### src/rtl/cyc_pkg.sv
package cyc_pkg;

  // Addressing shape of an instruction, as far as cycle cost cares
  typedef enum logic [2:0] {
    AM_NONE,    // implied, accumulator, immediate, relative
    AM_ZP,
    AM_ZPIDX,
    AM_ABS,
    AM_ABSIDX,
    AM_IND,
    AM_INDX,
    AM_INDY
  } amode_e;

  // Operation class, as far as cycle cost cares
  typedef enum logic [3:0] {
    OC_PLAIN,
    OC_STORE,
    OC_RMW,
    OC_JMP,
    OC_JSR,
    OC_RET,
    OC_BRK,
    OC_PUSH,
    OC_PULL,
    OC_BRANCH
  } oclass_e;

  typedef struct packed {
    logic    legal;
    amode_e  mode;
    oclass_e cls;
  } dec_t;

endpackage

### src/rtl/opc_decode.sv
module opc_decode
  import cyc_pkg::*;
(
  input  logic [7:0] opcode,
  output dec_t       dec
);

  logic [1:0] grp;
  logic [2:0] row;
  logic [2:0] col;
  logic       mem_col;
  logic       rmw_row;

  assign grp     = opcode[1:0];
  assign row     = opcode[7:5];
  assign col     = opcode[4:2];
  assign mem_col = col[0];                  // columns 1,3,5,7 touch memory
  assign rmw_row = (row != 3'd4) && (row != 3'd5);

  always_comb begin
    dec = '{legal: 1'b0, mode: AM_NONE, cls: OC_PLAIN};
    case (grp)
      // arithmetic / logic / load / store accumulator group
      2'b01: begin
        dec.legal = !((row == 3'd4) && (col == 3'd2));
        dec.cls   = (row == 3'd4) ? OC_STORE : OC_PLAIN;
        case (col)
          3'd0:    dec.mode = AM_INDX;
          3'd1:    dec.mode = AM_ZP;
          3'd2:    dec.mode = AM_NONE;
          3'd3:    dec.mode = AM_ABS;
          3'd4:    dec.mode = AM_INDY;
          3'd5:    dec.mode = AM_ZPIDX;
          default: dec.mode = AM_ABSIDX;
        endcase
      end
      // shift / rotate / count / X-register group
      2'b10: begin
        case (col)
          3'd0:    dec.legal = (row == 3'd5);
          3'd4:    dec.legal = 1'b0;
          3'd6:    dec.legal = !rmw_row;
          3'd7:    dec.legal = (row != 3'd4);
          default: dec.legal = 1'b1;
        endcase
        case (col)
          3'd1:    dec.mode = AM_ZP;
          3'd3:    dec.mode = AM_ABS;
          3'd5:    dec.mode = AM_ZPIDX;
          3'd7:    dec.mode = AM_ABSIDX;
          default: dec.mode = AM_NONE;
        endcase
        if (mem_col && rmw_row)           dec.cls = OC_RMW;
        else if (mem_col && row == 3'd4)  dec.cls = OC_STORE;
        else                              dec.cls = OC_PLAIN;
      end
      // control / Y-register group
      2'b00: begin
        case (col)
          3'd0: begin
            dec.legal = (row != 3'd4);
            case (row)
              3'd0:       dec.cls = OC_BRK;
              3'd1: begin dec.cls = OC_JSR; dec.mode = AM_ABS; end
              3'd2, 3'd3: dec.cls = OC_RET;
              default:    dec.cls = OC_PLAIN;
            endcase
          end
          3'd1: begin
            dec.legal = (row == 3'd1) || (row >= 3'd4);
            dec.mode  = AM_ZP;
            dec.cls   = (row == 3'd4) ? OC_STORE : OC_PLAIN;
          end
          3'd2: begin
            dec.legal = 1'b1;
            case (row)
              3'd0, 3'd2: dec.cls = OC_PUSH;
              3'd1, 3'd3: dec.cls = OC_PULL;
              default:    dec.cls = OC_PLAIN;
            endcase
          end
          3'd3: begin
            dec.legal = (row != 3'd0);
            dec.mode  = (row == 3'd3) ? AM_IND : AM_ABS;
            case (row)
              3'd2, 3'd3: dec.cls = OC_JMP;
              3'd4:       dec.cls = OC_STORE;
              default:    dec.cls = OC_PLAIN;
            endcase
          end
          3'd4: begin
            dec.legal = 1'b1;
            dec.cls   = OC_BRANCH;
          end
          3'd5: begin
            dec.legal = (row == 3'd4) || (row == 3'd5);
            dec.mode  = AM_ZPIDX;
            dec.cls   = (row == 3'd4) ? OC_STORE : OC_PLAIN;
          end
          3'd6:    dec.legal = 1'b1;
          default: begin
            dec.legal = (row == 3'd5);
            dec.mode  = AM_ABSIDX;
          end
        endcase
      end
      default: dec.legal = 1'b0;
    endcase
  end

endmodule

### src/rtl/cost_calc.sv
module cost_calc
  import cyc_pkg::*;
#(
  parameter int COST_W = 3
) (
  input  amode_e              mode,
  input  oclass_e             cls,
  input  logic                taken,
  output logic [COST_W-1:0]   cost
);

  localparam logic [COST_W-1:0] BASE = COST_W'(2);

  logic [COST_W-1:0] mode_add;
  logic [COST_W-1:0] op_add;
  logic              idx_extra;
  logic              jmp_rebate;

  always_comb begin
    case (mode)
      AM_ZP:             mode_add = COST_W'(1);
      AM_ZPIDX, AM_ABS,
      AM_ABSIDX:         mode_add = COST_W'(2);
      AM_INDY:           mode_add = COST_W'(3);
      AM_IND, AM_INDX:   mode_add = COST_W'(4);
      default:           mode_add = '0;
    endcase
  end

  always_comb begin
    case (cls)
      OC_RMW, OC_JSR, OC_PULL: op_add = COST_W'(2);
      OC_RET:                  op_add = COST_W'(4);
      OC_BRK:                  op_add = COST_W'(5);
      OC_PUSH:                 op_add = COST_W'(1);
      OC_BRANCH:               op_add = taken ? COST_W'(1) : '0;
      default:                 op_add = '0;
    endcase
  end

  assign idx_extra  = ((mode == AM_ABSIDX) || (mode == AM_INDY)) &&
                      ((cls == OC_STORE) || (cls == OC_RMW));
  assign jmp_rebate = (cls == OC_JMP);

  assign cost = BASE + mode_add + op_add + COST_W'(idx_extra) - COST_W'(jmp_rebate);

endmodule

### src/rtl/cyc_accum.sv
module cyc_accum #(
  parameter int TOTAL_W = 32,
  parameter int COST_W  = 3
) (
  input  logic               clk,
  input  logic               rst_n,
  input  logic               strobe,
  input  logic               legal,
  input  logic [COST_W-1:0]  cost,
  output logic [TOTAL_W-1:0] total,
  output logic [COST_W-1:0]  last_cost,
  output logic               illegal
);

  logic [TOTAL_W-1:0] total_q, total_d;
  logic [COST_W-1:0]  cost_q;
  logic               ill_q, ill_d;
  logic               upd_en;

  // next state
  always_comb begin
    upd_en  = strobe && legal;
    total_d = total_q + TOTAL_W'(cost);
    ill_d   = strobe && !legal;
  end

  // registers
  always_ff @(posedge clk or negedge rst_n) begin
    if (!rst_n) begin
      total_q <= '0;
      cost_q  <= '0;
      ill_q   <= 1'b0;
    end else begin
      if (upd_en) begin
        total_q <= total_d;
        cost_q  <= cost;
      end
      ill_q <= ill_d;
    end
  end

  assign total     = total_q;
  assign last_cost = cost_q;
  assign illegal   = ill_q;


  total_add_chk: assert property (@(posedge clk) disable iff (!rst_n)
    (strobe && legal) |=> (total_q == $past(total_q) + TOTAL_W'($past(cost))));


  total_hold_chk: assert property (@(posedge clk) disable iff (!rst_n)
    !(strobe && legal) |=> $stable(total_q));


  ill_quiet_chk: assert property (@(posedge clk) disable iff (!rst_n)
    !strobe |=> !ill_q);


  ill_raise_chk: assert property (@(posedge clk) disable iff (!rst_n)
    (strobe && !legal) |=> ill_q);


  cost_hold_chk: assert property (@(posedge clk) disable iff (!rst_n)
    !(strobe && legal) |=> $stable(cost_q));

endmodule

### src/rtl/cycle_acct_unit.sv
module cycle_acct_unit
  import cyc_pkg::*;
#(
  parameter int TOTAL_W = 32,
  parameter int COST_W  = 3
) (
  input  logic               clk,
  input  logic               rst_n,
  input  logic               instr_valid,
  input  logic [7:0]         opcode,
  input  logic               branch_taken,
  output logic [COST_W-1:0]  last_cost,
  output logic [TOTAL_W-1:0] cycle_total,
  output logic               illegal_op
);

  dec_t              dec;
  logic [COST_W-1:0] cost;

  opc_decode i_decode (
    .opcode (opcode),
    .dec    (dec)
  );

  cost_calc #(.COST_W(COST_W)) i_cost (
    .mode  (dec.mode),
    .cls   (dec.cls),
    .taken (branch_taken),
    .cost  (cost)
  );

  cyc_accum #(.TOTAL_W(TOTAL_W), .COST_W(COST_W)) i_accum (
    .clk       (clk),
    .rst_n     (rst_n),
    .strobe    (instr_valid),
    .legal     (dec.legal),
    .cost      (cost),
    .total     (cycle_total),
    .last_cost (last_cost),
    .illegal   (illegal_op)
  );


  branch_cost_chk: assert property (@(posedge clk) disable iff (!rst_n)
    (dec.legal && dec.cls == OC_BRANCH) |->
      (cost == (branch_taken ? COST_W'(3) : COST_W'(2))));


  cost_floor_chk: assert property (@(posedge clk) disable iff (!rst_n)
    dec.legal |-> (cost >= COST_W'(2)));


  jmp_cost_chk: assert property (@(posedge clk) disable iff (!rst_n)
    (dec.legal && dec.cls == OC_JMP) |-> (cost == COST_W'(3) || cost == COST_W'(5)));

endmodule

### config.mk
export PLATFORM = sky130hd
export DESIGN_NAME = cycle_acct_unit
export DESIGN_NICKNAME = d
export VERILOG_FILES = /design/src/rtl/cyc_pkg.sv /design/src/rtl/opc_decode.sv /design/src/rtl/cost_calc.sv /design/src/rtl/cyc_accum.sv /design/src/rtl/cycle_acct_unit.sv
export SDC_FILE = /design/constraint.sdc
export NUM_CORES = 1
export LEC_CHECK = 0
export BUFFER_PORTS_ARGS = -buffer_cell sky130_fd_sc_hd__buf_4
export CAP_MARGIN = 30
export CORE_MARGIN = 5
export CORE_UTILIZATION = 40
export CTS_CLUSTER_DIAMETER = 30
export DETAILED_ROUTE_END_ITERATION = 8
export SLEW_MARGIN = 20
export SYNTH_ARGS = -nofsm -noshare
export SYNTH_HDL_FRONTEND = slang
export SYNTH_SLANG_ARGS = --single-unit
export TNS_END_PERCENT = 50
### constraint.sdc
create_clock -name clk -period 6.1 [get_ports clk]
set_clock_uncertainty 0.05 [all_clocks]
set_input_delay 0.61 -clock clk [delete_from_list [all_inputs] [get_ports clk]]
set_output_delay 0.61 -clock clk [all_outputs]
set_load 0.02 [all_outputs]
Yosys cells after proc, flatten, opt, wreduce, memory -nomap -nowiden
Cells that the tools add are included.
{ "totals": {"regBits": 36, "in_bits": 12, "out_inout_bits": 36, "elab_cells": 86} }
{ "classes": {"addsub": 5, "n_lt_le_gt_ge": 1, "n_eq_ne": 32, "muxes": 19, "reduce_logical": 26} }
{ "op_table": {"columns": ["cell", "n"], "rows": [
  ["$add 32x3->32", 1],
  ["$eq 3x3->1 const B", 10],
  ["$pmux 3 s5", 2],
  ["$pmux 3 s4", 2],
  ["$pmux 7 s3", 1],
  ["$pmux 4 s5", 1],
  ["$eq 3x2->1 const B", 6],
  ["$pmux 3 s6", 1],
  ["$eq 4x3->1 const B", 4],
  ["$reduce_or 2->1", 5],
  ["$eq 3x1->1 const B", 3],
  ["$pmux 3 s3", 1],
  ["$reduce_or 3->1", 3],
  ["$eq 4x2->1 const B", 2],
  ["$eq 4x4->1 const B", 2],
  ["$pmux 4 s2", 1],
  ["$logic_and 1x1->1", 7],
  ["$logic_not 3->1", 2],
  ["$ne 3x3->1 const B", 2],
  ["$pmux 1 s5", 1],
  ["$eq 4x1->1 const B", 1],
  ["$logic_or 1x1->1", 4],
  ["$mux 2", 2],
  ["$pmux 1 s4", 1],
  ["14 further kinds", 18]
]} }

Depth between registers and ports, before layout
{ "logic_depth": {"ltp_word": 13, "ltp_mapped": 20, "ltp_nobuf": 19} }

By module
From an unflattened synthesis, not the netlist that was laid out.
{ "hier_totals": {"hier_cells": 247, "area_unflattened_um2": 2339.7} }
{ "by_module_without_submodules": {"columns": ["mod", "instances", "cells_per_inst", "area_per_inst_um2", "seq_area_each_um2"], "rows": [
  ["cyc_accum", 1, 146, 1642.8, 900.9],
  ["opc_decode", 1, 73, 464.2, 0.0],
  ["cost_calc", 1, 28, 232.7, 0.0]
]} }

Worst setup path before layout
Ideal clock, no wire load.
{ "synth_timing": {"kind": "in2reg", "from": "input opcode[4]", "to": "register i_accum.total_q[12], in the netlist i_accum.total[12]", "setup_time_ns": 0.134, "arrival_time_ns": 4.695, "required_time_ns": 5.916, "path_slack_ns": 1.221, "path_stages": 20, "path_buffers": 1, "path_cell_list": "buf_2 > or3b_2 > o32ai_2 > nor4_1 > o32ai_1 > and3_1 > o21ai_0 > ha_1 > fa_1 > inv_1 > ha_1 > xor2_1 > xnor2_1 > xnor2_1 > ha_1 > nor2b_1 > o211ai_1 > nor2_2 > and4_1 > xor2_1"} }
{ "synth_between": {"elab_chain_cells": 12, "word_cells_on_any_way": 50, "classes_between": "add/sub (5); eq/ne (23); mux (10); reduce/logical (12)"} }
{ "synth_rtl": {"columns": ["item", "line_no", "text"], "rows": [
  ["from (decl)", "cycle_acct_unit.sv:10", "input logic [7:0] opcode,"],
  ["$eq 3x3->1 (tied with other cells)", "opc_decode.sv:27, opc_decode.sv:59", null],
  ["$reduce_or 3->1 (no line)", null, null],
  ["$pmux 3 s5", "opc_decode.sv:59", "case (col)"],
  ["$pmux 7 s3 *", "opc_decode.sv:22", "case (grp)"],
  ["$eq 3x2->1 (tied with other cells)", "cost_calc.sv:20", "case (mode)"],
  ["$reduce_or 3->1 / $reduce_or 2->1 (equally long branches)", "cost_calc.sv:20", null],
  ["$pmux 3 s4", "cost_calc.sv:20", null],
  ["$add 2x3->3", "cost_calc.sv:45", "assign cost = BASE + mode_add + op_add + COST_W'(idx_extra) - COST_W'(jmp_rebate);"],
  ["$add 3x3->3", "cost_calc.sv:45", null],
  ["$add 3x1->3", "cost_calc.sv:45", null],
  ["$sub 3x1->3 *", "cost_calc.sv:45", null],
  ["net cost[2]", "cycle_acct_unit.sv:18", "logic [COST_W-1:0] cost;"],
  ["$add 32x3->32 *", "cyc_accum.sv:23", "total_d = total_q + TOTAL_W'(cost);"],
  ["to (signal assigned)", "cyc_accum.sv:35", "total_q <= total_d;"],
  ["to (decl)", "cyc_accum.sv:15", "logic [TOTAL_W-1:0] total_q, total_d;"]
]} }
Mark *: on every way through the listed nets, which the timed path passes. The rest lies on a longest branch.
A chain may end at the register's enable or synchronous reset.

Worst setup path after layout
Same ends and word-level chain as after synthesis.

==> results.ini <==
[outcome]
outcome=finished clean

[global_routing]
grt_pass1_wl_mm=9.101
grt_pass1_vias=1988
grt_overflow_total=0
antenna_found_initial=0
grt_max_degree=37
track_usage_pct=14.71

[logic_synthesis]
yosysWarnings=0
ys_ff_latch=36
yosys.area.top_type=dfrtp_1
synthTopCellsByArea=dfrtp_1 37%, xnor2_1 9.4%, nand2_1 3.3%
synth_edf_count=0
ys_async_sr_fraction_pct=100.0
synth_cell_types=55
syn-cell-area_um2=2420
syn_inst=256
yosysTopAreaCellShare_pct=37.23
avgSynthCellArea_um2=9.452
synth_flop_cell=dfrtp_1
syn_nets=276
ys_seq_area_share_pct=37.23

[layout]
fillers=575
drive_gt1_share_pct=24.08
multi_input_area_um2=1408
nNetsFinal=318
antenna_cells=0
regArea_um2=900.9
syn_to_final_growth_pct=19.70

[detailed_routing]
wire_per_inst_um=14.22
drt_wl_total_mm=5.317
dr_total_vias=1962
drc=0
first_pass_iters=4
ant_nets=0
viasPerCell=5.246
drtIter0Drc=108

[timing]
slew_headroom_pct=66.77
rsz0062_at_grt=no
drv_slew=0
period_needed_ps=4921
fmax_mhz=203.2
finalSetupViolCount=0
fin_crit_sh_pct=80.67
worst_slew_pin_slew_ps=496.9
hold_viol_final=0
fin_tns_setup_ps=0

[setup_path]
path_class=in -> reg
crit_required_ps=6210
critPathArrivalTime_ps=5040
r2r_slack_ps=3780
critPathMaxFanout=18
worst_setup_path_start_kind=primary input
endpoint_kind=flop

[clock_tree]
cts_hold_buf=0
insertion_delay_ps=280
clock-sinks=36
cts.clk_slew.worst_paths_ps=70
postCtsResizedCells=0
postCtsSetupRepairBufs=0
cts_tree=built
cts_max_path_buffers=2
cts_buffers=5
cts_root_buf=clkbuf_8
htree_levels=2

[pwr]
power_density_nw_per_um2=235.1
p_leak_nw=1.342
finalPower_uw=681.0
ir_drop_v=0.0001168

[floorplan]
start_util_pct=41.11
ios=48
dieHeight_um=87.78
placementRows=28
core_um2=5886
die_width_um=87.78
die_area_um2=7705

[place]
dp_hpwl_mm=4.023
numPortBuffers=47
gp_congestion=0.8476

[run]
max_cap_viol_count=0

[min_path]
hold_path.class=in -> async

## logic make-up after synthesis
| family | count (synthesis) | share of synthesized area (%) |
|---|---|---|
| compound gates | 44 | 13.19 |
| buf+inv | 25 | 4.602 |
| flops | 36 | 37.23 |
| fa+ha+maj | 9 | 5.533 |
| simple gates | 104 | 25.34 |
| xor+xnor | 34 | 12.31 |
| mux | 4 | 1.810 |
## worst paths after layout
| kind | from | to | depth (start not counted) |
|---|---|---|---|
| hold / removal | rst_n | i_accum.total[23] | 1 |
| hold reg to reg | i_accum.total[31] | i_accum.total[31] | 1 |
| min in group clk | i_accum.total[31] | i_accum.total[31] | 1 |
| setup reg to reg | i_accum.total[4] | i_accum.total[22] | 7 |
| setup / recovery | opcode[4] | i_accum.total[12] | 20 |
| max in group asynchronous | rst_n | i_accum.total[0] | 1 |
## registers in the layout (all words and copies together), names as in the netlist
| register | count |
|---|---|
| i_accum.total | 32 |
| i_accum.last_cost | 3 |
| i_accum.illegal | 1 |
## critical path, cell delays in order
cell	delay (ps)
buf_4	170
or3b_2	480
o32ai_2	240
nor4_1	80
o32ai_1	400
and3_1	230
o21ai_0	90
ha_1	330
fa_1	420
inv_1	60
ha_1	150
xor2_1	170
xnor2_1	150
xnor2_1	160
ha_1	290
nor2b_1	140
o211ai_1	330
nor2_2	150
and4_1	240
xor2_1	130
## Yosys cell counts, types with 3 or more instances
library cell,count
nor2_1,14
inv_1,13
xor2_1,8
nand2b_1,6
nand2_1,21
and2_1,3
a21o_1,3
buf_2,11
a211oi_1,3
nand3_1,13
dfrtp_1,36
nor2b_1,9
xnor2_1,26
and4_1,4
nor4_1,3
nand4_1,4
o21ai_0,12
ha_1,5
nor3_1,5
a21oi_1,8
and3_1,5
fa_1,3
## layout make-up
cell class | count | share of cell area, %
multi-input combinational | 195 | 48.60
sequential | 36 | 31.10
timing repair buffer | 47 | 12.18
tap | 75 | 3.240
clock buffer | 6 | 2.851
inverter | 13 | 1.685
clock inverter | 2 | 0.3456
## power by group
group / total, mW / switching, mW / internal (mW)
clock network: 0.171 / 0.0813 / 0.0900
registers: 0.295 / 0.0285 / 0.266
logic: 0.215 / 0.122 / 0.0930
## per-stage QoR
| step | hold slack [ps] | utilization [%] | instances | instance area (um2) | setup slack [ps] |
|---|---|---|---|---|---|
| 2_1_floorplan | 264.4 | - | 256 | 2420 | 1221 |
| 3_3_place_gp | 414.0 | 47.64 | 366 | 2804 | 978.8 |
| 3_5_place_dp | 414.0 | 47.64 | 366 | 2804 | 886.3 |
| 4_1_cts | 232.5 | 49.21 | 374 | 2897 | 1178 |
| 5_1_grt | 252.9 | 49.21 | 374 | 2897 | 857.6 |
| 6_report | 221.6 | 49.21 | 374 | 2897 | 1179 |
## layout by cell type, fill, tap and decap left out, types with 3 or more instances in the layout
cell type / count
nor2_1: 14
clkbuf_8: 6
nor2b_1: 9
fa_1: 3
nand4_1: 4
nor4_1: 3
inv_1: 13
a211oi_1: 3
ha_1: 5
nand2_1: 21
a21o_1: 3
a21oi_1: 8
nand3_1: 13
xnor2_1: 26
and3_1: 5
and2_1: 3
dfrtp_1: 36
nand2b_1: 6
o21ai_0: 12
xor2_1: 8
buf_4: 47
and4_1: 4
nor3_1: 5
## routing by layer
| layer | up-vias | track usage (%) | share of wire, % |
|---|---|---|---|
| met5 | - | 0 | 0 |
| met4 | 0 | 5.439 | 1.7 |
| met3 | 7 | 1.881 | 5.0 |
| met2 | 50 | 25.34 | 48 |
| met1 | 928 | 18.81 | 45 |
| li1 | 977 | - | - |
Note: power is estimated with default switching activity, not from simulation.
